===== config.mk =====
export PLATFORM = sky130hd
export DESIGN_NAME = thermo_cal_conv
export DESIGN_NICKNAME = d
export VERILOG_FILES = /design/src/rtl/thermo_conv_pkg.sv /design/src/rtl/thermo_sample_avg.sv /design/src/rtl/thermo_seq_div.sv /design/src/rtl/thermo_trim_decode.sv /design/src/rtl/thermo_cal_conv.sv
export SDC_FILE = /design/constraint.sdc
export NUM_CORES = 2
export LEC_CHECK = 0
export BUFFER_PORTS_ARGS = -buffer_cell sky130_fd_sc_hd__buf_2
export CAP_MARGIN = 0
export CORE_MARGIN = 2
export CORE_UTILIZATION = 35
export DETAILED_ROUTE_END_ITERATION = 7
export PLACE_DENSITY = 0.46
export REMOVE_ABC_BUFFERS = 1
export SLEW_MARGIN = 0
export SYNTH_ARGS = -nofsm -noshare
export SYNTH_HDL_FRONTEND = slang
export SYNTH_SLANG_ARGS = --single-unit

===== constraint.sdc =====
create_clock -name clk -period 29.6 [get_ports clk]
set_clock_uncertainty 0.15 [all_clocks]
set_input_delay 1.48 -clock clk [delete_from_list [all_inputs] [get_ports clk]]
set_output_delay 1.48 -clock clk [all_outputs]
set_load 0.005 [all_outputs]

===== src/rtl/thermo_conv_pkg.sv =====
// Package: shared constants and the sequencer state type of the thermal
// code converter. Assumes codes are 12 bits and the datapath is 32 bits.
package thermo_conv_pkg;
    localparam int CODE_W       = 12;
    localparam int DATA_W       = 32;
    localparam int TRIM_W       = 32;
    localparam int TRIM_VLD_BIT = 31;
    localparam int SCALE        = 1000000;
    localparam int CURV_K       = 13;
    localparam int SPAN_MC      = 165000;
    localparam int OFFSET_MC    = 40000;
    localparam int STEP_MC      = 500;
    localparam int CAL_HI_DEF   = 3148;
    localparam int CAL_LO_DEF   = 503;

    typedef enum logic [2:0] {
        S_COLLECT,
        S_CORR_GO,
        S_CORR_WT,
        S_SLP_GO,
        S_SLP_WT,
        S_LIN,
        S_RND_GO,
        S_RND_WT
    } conv_state_e;
endpackage


===== src/rtl/thermo_sample_avg.sv =====
// Sample accumulator: masks each accepted code to CODE_W bits and sums
// SAMPLES of them, then emits the truncated average with a one-cycle valid.
// Assumes SAMPLES is a power of two and IN_W > CODE_W.
module thermo_sample_avg #(
    parameter int IN_W    = 16,
    parameter int CODE_W  = 12,
    parameter int SAMPLES = 8
) (
    input  logic              clk,
    input  logic              rst_n,
    input  logic              acc_i,
    input  logic [IN_W-1:0]   code_i,
    output logic              avg_vld_o,
    output logic [CODE_W-1:0] avg_o
);
    localparam int CNT_W = $clog2(SAMPLES);
    localparam int SUM_W = CODE_W + CNT_W;

    logic [CNT_W-1:0] cnt_q;
    logic [SUM_W-1:0] sum_q;
    logic [SUM_W-1:0] sum_next;
    logic             unused_hi_bits;

    assign unused_hi_bits = ^code_i[IN_W-1:CODE_W];
    assign sum_next       = sum_q + SUM_W'(code_i[CODE_W-1:0]);

    // Accumulate masked codes and release the average after the last one.
    always_ff @(posedge clk) begin
        if (!rst_n) begin
            cnt_q     <= '0;
            sum_q     <= '0;
            avg_vld_o <= 1'b0;
            avg_o     <= '0;
        end else begin
            avg_vld_o <= 1'b0;
            if (acc_i) begin
                if (cnt_q == CNT_W'(SAMPLES - 1)) begin
                    avg_o     <= sum_next[SUM_W-1:CNT_W];
                    avg_vld_o <= 1'b1;
                    sum_q     <= '0;
                    cnt_q     <= '0;
                end else begin
                    sum_q <= sum_next;
                    cnt_q <= cnt_q + 1'b1;
                end
            end
        end
    end

    // no sample is taken while a finished average is being handed over.
    assert_no_accept_on_handover_R8: assert property (@(posedge clk) disable iff (!rst_n)
        avg_vld_o |-> !acc_i);

    // each completed group yields a single average strobe.
    assert_avg_single_strobe_R2: assert property (@(posedge clk) disable iff (!rst_n)
        avg_vld_o |=> !avg_vld_o);
endmodule


===== src/rtl/thermo_seq_div.sv =====
// Iterative restoring divider: unsigned W-bit dividend by W-bit divisor,
// one quotient bit per cycle, done pulses W cycles after start.
// Assumes start is only raised while idle. A zero divisor yields all-ones.
module thermo_seq_div #(
    parameter int W = 32
) (
    input  logic         clk,
    input  logic         rst_n,
    input  logic         start_i,
    input  logic [W-1:0] dvd_i,
    input  logic [W-1:0] dvs_i,
    output logic         busy_o,
    output logic         done_o,
    output logic [W-1:0] quo_o,
    output logic [W-1:0] rem_o
);
    localparam int CNT_W = $clog2(W + 1);

    logic [CNT_W-1:0] cnt_q;
    logic [W-1:0]     dvs_q;
    logic [W:0]       shifted;
    logic [W+1:0]     trial;
    logic             borrow;

    assign shifted = {rem_o, quo_o[W-1]};
    assign trial   = {1'b0, shifted} - {2'b00, dvs_q};
    assign borrow  = trial[W+1];

    // Load operands on start, then retire one quotient bit per cycle.
    always_ff @(posedge clk) begin
        if (!rst_n) begin
            busy_o <= 1'b0;
            done_o <= 1'b0;
            cnt_q  <= '0;
            dvs_q  <= '0;
            quo_o  <= '0;
            rem_o  <= '0;
        end else begin
            done_o <= 1'b0;
            if (start_i) begin
                quo_o  <= dvd_i;
                rem_o  <= '0;
                dvs_q  <= dvs_i;
                cnt_q  <= CNT_W'(W);
                busy_o <= 1'b1;
            end else if (busy_o) begin
                if (!borrow) begin
                    rem_o <= trial[W-1:0];
                    quo_o <= {quo_o[W-2:0], 1'b1};
                end else begin
                    rem_o <= shifted[W-1:0];
                    quo_o <= {quo_o[W-2:0], 1'b0};
                end
                cnt_q <= cnt_q - 1'b1;
                if (cnt_q == CNT_W'(1)) begin
                    busy_o <= 1'b0;
                    done_o <= 1'b1;
                end
            end
        end
    end

    // the sequencer never restarts the divider mid-operation.
    assert_start_when_idle_R3: assert property (@(posedge clk) disable iff (!rst_n)
        start_i |-> !busy_o);

    // a finished division leaves a remainder below the divisor.
    assert_rem_below_divisor_R3: assert property (@(posedge clk) disable iff (!rst_n)
        (done_o && dvs_q != '0) |-> (rem_o < dvs_q));
endmodule


===== src/rtl/thermo_trim_decode.sv =====
// Trim decoder: picks the CODE_W-bit field of a trim word when its valid
// flag is set, otherwise a fixed default point. Purely combinational.
module thermo_trim_decode #(
    parameter int DEF_VAL = 0
) (
    input  logic [thermo_conv_pkg::TRIM_W-1:0] trim_i,
    output logic [thermo_conv_pkg::CODE_W-1:0] cal_o
);
    import thermo_conv_pkg::*;

    logic unused_mid_bits;
    assign unused_mid_bits = ^trim_i[TRIM_VLD_BIT-1:CODE_W];

    // Select trimmed value or default by the valid flag.
    always_comb begin
        if (trim_i[TRIM_VLD_BIT]) cal_o = trim_i[CODE_W-1:0];
        else                      cal_o = CODE_W'(DEF_VAL);
    end
endmodule


===== src/rtl/thermo_cal_conv.sv =====
// Top: collects SAMPLES codes, then sequences one shared divider through
// curvature correction, slope and rounding, and publishes the signed
// temperature in m°C with a one-cycle done pulse. Assumes trim words are
// stable at the cycle the group's average is formed.
module thermo_cal_conv #(
    parameter int IN_W    = 16,
    parameter int SAMPLES = 8
) (
    input  logic                clk,
    input  logic                rst_n,
    input  logic                smp_valid_i,
    input  logic [IN_W-1:0]     smp_code_i,
    output logic                smp_ready_o,
    input  logic [31:0]         trim_hi_i,
    input  logic [31:0]         trim_lo_i,
    output logic signed [31:0]  temp_mc_o,
    output logic                done_o
);
    import thermo_conv_pkg::*;

    localparam logic [DATA_W-1:0] K_SCALE  = DATA_W'(SCALE);
    localparam logic [DATA_W-1:0] K_CURV   = DATA_W'(CURV_K);
    localparam logic [DATA_W-1:0] K_SPAN   = DATA_W'(SPAN_MC);
    localparam logic [DATA_W-1:0] K_OFFSET = DATA_W'(OFFSET_MC);
    localparam logic [DATA_W-1:0] K_STEP   = DATA_W'(STEP_MC);

    conv_state_e               state_q;
    logic                      avg_vld;
    logic [CODE_W-1:0]         avg;
    logic [CODE_W-1:0]         cal_hi_d, cal_lo_d;
    logic [CODE_W-1:0]         avg_q, cal_hi_q, cal_lo_q;
    logic [DATA_W-1:0]         corr_q, slope_q;
    logic signed [DATA_W-1:0]  lin_q;
    logic                      acc;
    logic                      div_start, div_busy, div_done;
    logic [DATA_W-1:0]         div_dvd, div_dvs, div_quo, div_rem;
    logic [DATA_W-1:0]         avg_ext, span, lin_abs;
    logic signed [DATA_W-1:0]  lin_d;
    logic [DATA_W-1:0]         up_mag, res_pos, res_neg;

    assign smp_ready_o = (state_q == S_COLLECT) && !avg_vld;
    assign acc         = smp_valid_i && smp_ready_o;

    thermo_sample_avg #(.IN_W(IN_W), .CODE_W(CODE_W), .SAMPLES(SAMPLES)) avg_i (
        .clk(clk), .rst_n(rst_n), .acc_i(acc), .code_i(smp_code_i),
        .avg_vld_o(avg_vld), .avg_o(avg)
    );

    thermo_trim_decode #(.DEF_VAL(CAL_HI_DEF)) trim_hi_dec_i (.trim_i(trim_hi_i), .cal_o(cal_hi_d));
    thermo_trim_decode #(.DEF_VAL(CAL_LO_DEF)) trim_lo_dec_i (.trim_i(trim_lo_i), .cal_o(cal_lo_d));

    thermo_seq_div #(.W(DATA_W)) div_i (
        .clk(clk), .rst_n(rst_n), .start_i(div_start), .dvd_i(div_dvd), .dvs_i(div_dvs),
        .busy_o(div_busy), .done_o(div_done), .quo_o(div_quo), .rem_o(div_rem)
    );

    assign avg_ext = DATA_W'(avg_q);
    assign span    = DATA_W'(cal_hi_q) - DATA_W'(cal_lo_q);
    assign lin_abs = lin_q[DATA_W-1] ? (~lin_q + 1'b1) : lin_q;
    assign lin_d   = $signed(corr_q - DATA_W'(cal_lo_q)) * $signed(slope_q);
    assign up_mag  = div_quo + ((div_rem != '0) ? DATA_W'(1) : DATA_W'(0));
    assign res_pos = up_mag * K_STEP - K_OFFSET;
    assign res_neg = '0 - (div_quo * K_STEP) - K_OFFSET;

    // Route the operands of the current division step to the shared divider.
    always_comb begin
        div_start = 1'b0;
        div_dvd   = '0;
        div_dvs   = DATA_W'(1);
        case (state_q)
            S_CORR_GO: begin
                div_start = 1'b1;
                div_dvd   = avg_ext * K_SCALE;
                div_dvs   = K_SCALE + avg_ext * K_CURV;
            end
            S_SLP_GO: begin
                div_start = 1'b1;
                div_dvd   = K_SPAN;
                div_dvs   = span;
            end
            S_RND_GO: begin
                div_start = 1'b1;
                div_dvd   = lin_abs;
                div_dvs   = K_STEP;
            end
            default: ;
        endcase
    end

    // Sequence collection, the three divisions, the multiply and the output.
    always_ff @(posedge clk) begin
        if (!rst_n) begin
            state_q   <= S_COLLECT;
            avg_q     <= '0;
            cal_hi_q  <= '0;
            cal_lo_q  <= '0;
            corr_q    <= '0;
            slope_q   <= '0;
            lin_q     <= '0;
            temp_mc_o <= '0;
            done_o    <= 1'b0;
        end else begin
            done_o <= 1'b0;
            case (state_q)
                S_COLLECT: if (avg_vld) begin
                    avg_q    <= avg;
                    cal_hi_q <= cal_hi_d;
                    cal_lo_q <= cal_lo_d;
                    state_q  <= S_CORR_GO;
                end
                S_CORR_GO: state_q <= S_CORR_WT;
                S_CORR_WT: if (div_done) begin
                    corr_q  <= div_quo;
                    state_q <= S_SLP_GO;
                end
                S_SLP_GO: state_q <= S_SLP_WT;
                S_SLP_WT: if (div_done) begin
                    slope_q <= (cal_hi_q > cal_lo_q) ? div_quo : '0;
                    state_q <= S_LIN;
                end
                S_LIN: begin
                    lin_q   <= lin_d;
                    state_q <= S_RND_GO;
                end
                S_RND_GO: state_q <= S_RND_WT;
                S_RND_WT: if (div_done) begin
                    temp_mc_o <= lin_q[DATA_W-1] ? $signed(res_neg) : $signed(res_pos);
                    done_o    <= 1'b1;
                    state_q   <= S_COLLECT;
                end
                default: state_q <= S_COLLECT;
            endcase
        end
    end

    // the done strobe never lasts two cycles.
    assert_done_single_cycle_R7: assert property (@(posedge clk) disable iff (!rst_n)
        done_o |=> !done_o);

    // the published temperature moves only together with done.
    assert_temp_changes_with_done_R7: assert property (@(posedge clk) disable iff (!rst_n)
        (temp_mc_o != $past(temp_mc_o)) |-> done_o);

    // every published value sits on the 500 m°C grid.
    assert_on_step_grid_R6: assert property (@(posedge clk) disable iff (!rst_n)
        done_o |-> ((temp_mc_o % 500) == 0));

    // collection is open again in the cycle the result is shown.
    assert_ready_at_done_R8: assert property (@(posedge clk) disable iff (!rst_n)
        done_o |-> smp_ready_o);

    // the divider is never running while samples are being accepted.
    assert_no_accept_while_dividing_R8: assert property (@(posedge clk) disable iff (!rst_n)
        div_busy |-> !acc);
endmodule


==> results.toml <==
[worst_hold_path]
min_path_type = "flop to flop"
whs_path_depth = 2

[critical_path]
cp-end-kind = "flop"
reg2reg_depth = 36
crit_required_ns = 29.95
critPathMaxFanout = 19
crit_arrival_ns = 12.22
worst-path-stages = 36
critPathLaunchType = "flop"
ff2ff_setup_slack_ns = 17.73
critPathTopFamily = "XOR/XNOR gates"
max_stage_delay_ns = 0.75
cpMaxStageDelayCell = "xnor2_4"
cpMostUsedCell = "fa_1"
criticalPathCategory = "flop to flop"
critPathBufInv = 6

[synthesis]
ys_seq_elements = 291
netlist_instances = 5176
synth_top_cells_by_area = "fa_1, dfxtp_1, ha_1"
synth_common_cells = "inv_1, fa_1, nand2_1"
synth_top_area_frac = 0.289
synthFlopType = "dfxtp_1"
synthesis.area_sq_um = 44400
yosysSeqAreaShare = 0.131
netlist.top_cell.by_area = "fa_1"
ys_types = 76
synth_enable_flop_cells = 0
postSynth.asyncResetShare = 0
syn_avg_cell_area_sq_um = 8.58
yosysWarnings = 0
synth.most_common_cell = "inv_1"

[timing]
period_needed_ns = 11.87
final-setup-viol-count = 0
fin_setup_tns_ns = 0
final_max_slew_viol_count = 0
worst_slew_pin_slew_ns = 1.18
fin_crit_sh = 0.401
finalHoldViolCount = 0
fmax_mhz = 84.3
maxSlewHeadroom = 0.215
rsz0062_at_grt = "false"

[drt]
drt_iter0_markers = 2069
drc = 0
num_vias = 34200
routedWlPerCell_um = 19.2
drt-total-wl_um = 131000
firstDrtPassIters = 5
ant_nets = 0
vias_per_cell = 5.01

[die]
die_y_um = 360
core_area_sq_um = 126000
die_w_um = 360
initial_core_util = 0.353
pin_count = 117
die_area_sq_um = 130000
floorplan.rows = 130

[clock_tree]
clkLatencyLatePin_ns = 0.60
clock_sinks = 291
cts_buffers = 39
cts_tree = "done"
cts_resized = 0
post-cts-setup-buffers = 0
root_buffer = "clkbuf_16"
ctsHoldBuffers = 0
clkTransAtPathRegs_ns = 0.06
clockBufferDepth = 3
htreeDepth = 2

[pwr]
p_leak_nw = 22.8
ir_drop_v = 0.0000293
p_per_area_nw_per_um2 = 20.0
p_total_mw = 0.961

[placed_design]
hpwl_um = 100000
place.gp.congestion = 0.845
portBuffers = 72
placed_area_sq_um = 46700

[global_routing]
antenna_found_initial = 1
grt_first_pass_wirelength_um = 205000
grt_pass1_vias = 34300
track_usage = 0.202
grt_max_degree = 98
overflow = 0

[layout]
syn2layout_area_growth_pct = 8.48
drive_gt1_frac = 0.0496
stdcell_area_sq_um = 48200
nNetsFinal = 6317

[run_status]
outcome = "finished clean"

[flow_run]
cap_violations = 0
## flip-flops by register name, summed over array words and instances (netlist names), 12 cells and up
register and flops:
avg_q 12, corr_q 32, temp_mc_o 30, slope_q 32, cal_hi_q 12, lin_q 32
avg_i.avg_o 12, avg_i.sum_q 15, div_i.rem_o 32, div_i.quo_o 32, cal_lo_q 12, div_i.dvs_q 22
## tightest hold or removal path: cells and delay by family (launching register included)
| kind | cells | cell delay, ns |
|---|---|---|
| AO/OA/AOI/OAI | 1 | 0.05 |
| flip-flops | 1 | 0.30 |
| AND/OR/NAND/NOR | 1 | 0.05 |
## area by class of cell
class	count	area [sq um]
clock inverter	22	347
clock buffer	49	1070
multi-input combinational	3848	34900
fill	13000	77600
inverter	818	3080
antenna	1	2.50
tap	1650	2060
sequential	291	5840
timing repair buffer	138	856
## metrics by stage
step,cells,util,hold WS (ns),setup slack (ns)
floorplan,4957,-,0.276,19.15
global placement,6745,0.372,0.284,17.74
detailed placement,6745,0.372,0.292,17.71
CTS,6816,0.383,0.299,17.61
global route,6816,0.383,0.319,17.02
finish,6817,0.383,0.295,17.73
## logic make-up after synthesis
kind of cell,synth area share
muxes,0.00798
adders and majority gates,0.418
DFF,0.131
other,0.0000845
and+or+nand+nor,0.162
buffers and inverters,0.0880
AOI/OAI and AO/OA,0.124
xor gates and xnor gates,0.0692
## power by group
part	switching [mW]	total [mW]	internal, mW
Sequential	0.00152	0.396	0.394
Combinational	0.0214	0.0336	0.0122
Clock	0.210	0.532	0.322
Total	0.233	0.961	0.728
## layout by cell type (no fill, tap or decap), types with 18 or more instances in the layout
| cell type | synthesis | final |
|---|---|---|
| nand2b_1 | 65 | 65 |
| a31oi_1 | 21 | 21 |
| o21ai_0 | 147 | 147 |
| nor2b_1 | 122 | 122 |
| nand2_1 | 549 | 549 |
| dfxtp_1 | 291 | 282 |
| nand3_1 | 61 | 60 |
| or3_1 | 25 | 25 |
| nor2_1 | 254 | 252 |
| nor4_1 | 26 | 25 |
| o21ai_1 | 35 | 35 |
| and2_1 | 214 | 214 |
| buf_2 | 1 | 72 |
| nand4_1 | 18 | 18 |
| o21a_1 | 29 | 29 |
| buf_4 | 2 | 66 |
| a21oi_1 | 352 | 350 |
| a22oi_1 | 42 | 42 |
| xor2_1 | 99 | 98 |
| o21bai_1 | 20 | 20 |
| nor3b_1 | 25 | 25 |
| nor3_1 | 62 | 60 |
| inv_1 | 816 | 815 |
| fa_1 | 640 | 640 |
| o211ai_1 | 26 | 26 |
| and3_1 | 21 | 21 |
| a21o_1 | 59 | 59 |
| ha_1 | 458 | 458 |
| mux2i_1 | 32 | 32 |
| a211oi_1 | 41 | 41 |
| xnor2_1 | 224 | 213 |
| clkbuf_16 | 0 | 39 |
## metal layers
metal,GRT usage,up-vias,wire length (um)
met5,0,-,0
met2,0.320,578,58300
met4,0.0327,0,1990
met1,0.300,16900,65000
li1,-,16600,-
met3,0.0239,106,5310
## final timing paths
| check | end | startpoint |
|---|---|---|
| worst max-delay path | lin_q[31]$_SDFFE_PN0P_ | cal_lo_q[1]$_SDFFE_PN0P_ |
| worst min register to register | temp_mc_o[20]$_SDFFE_PN0P_ | temp_mc_o[20]$_SDFFE_PN0P_ |
| worst min-delay path | temp_mc_o[20]$_SDFFE_PN0P_ | temp_mc_o[20]$_SDFFE_PN0P_ |
| worst max register to register | lin_q[31]$_SDFFE_PN0P_ | cal_lo_q[1]$_SDFFE_PN0P_ |
Power figures use the tool's default switching activity.
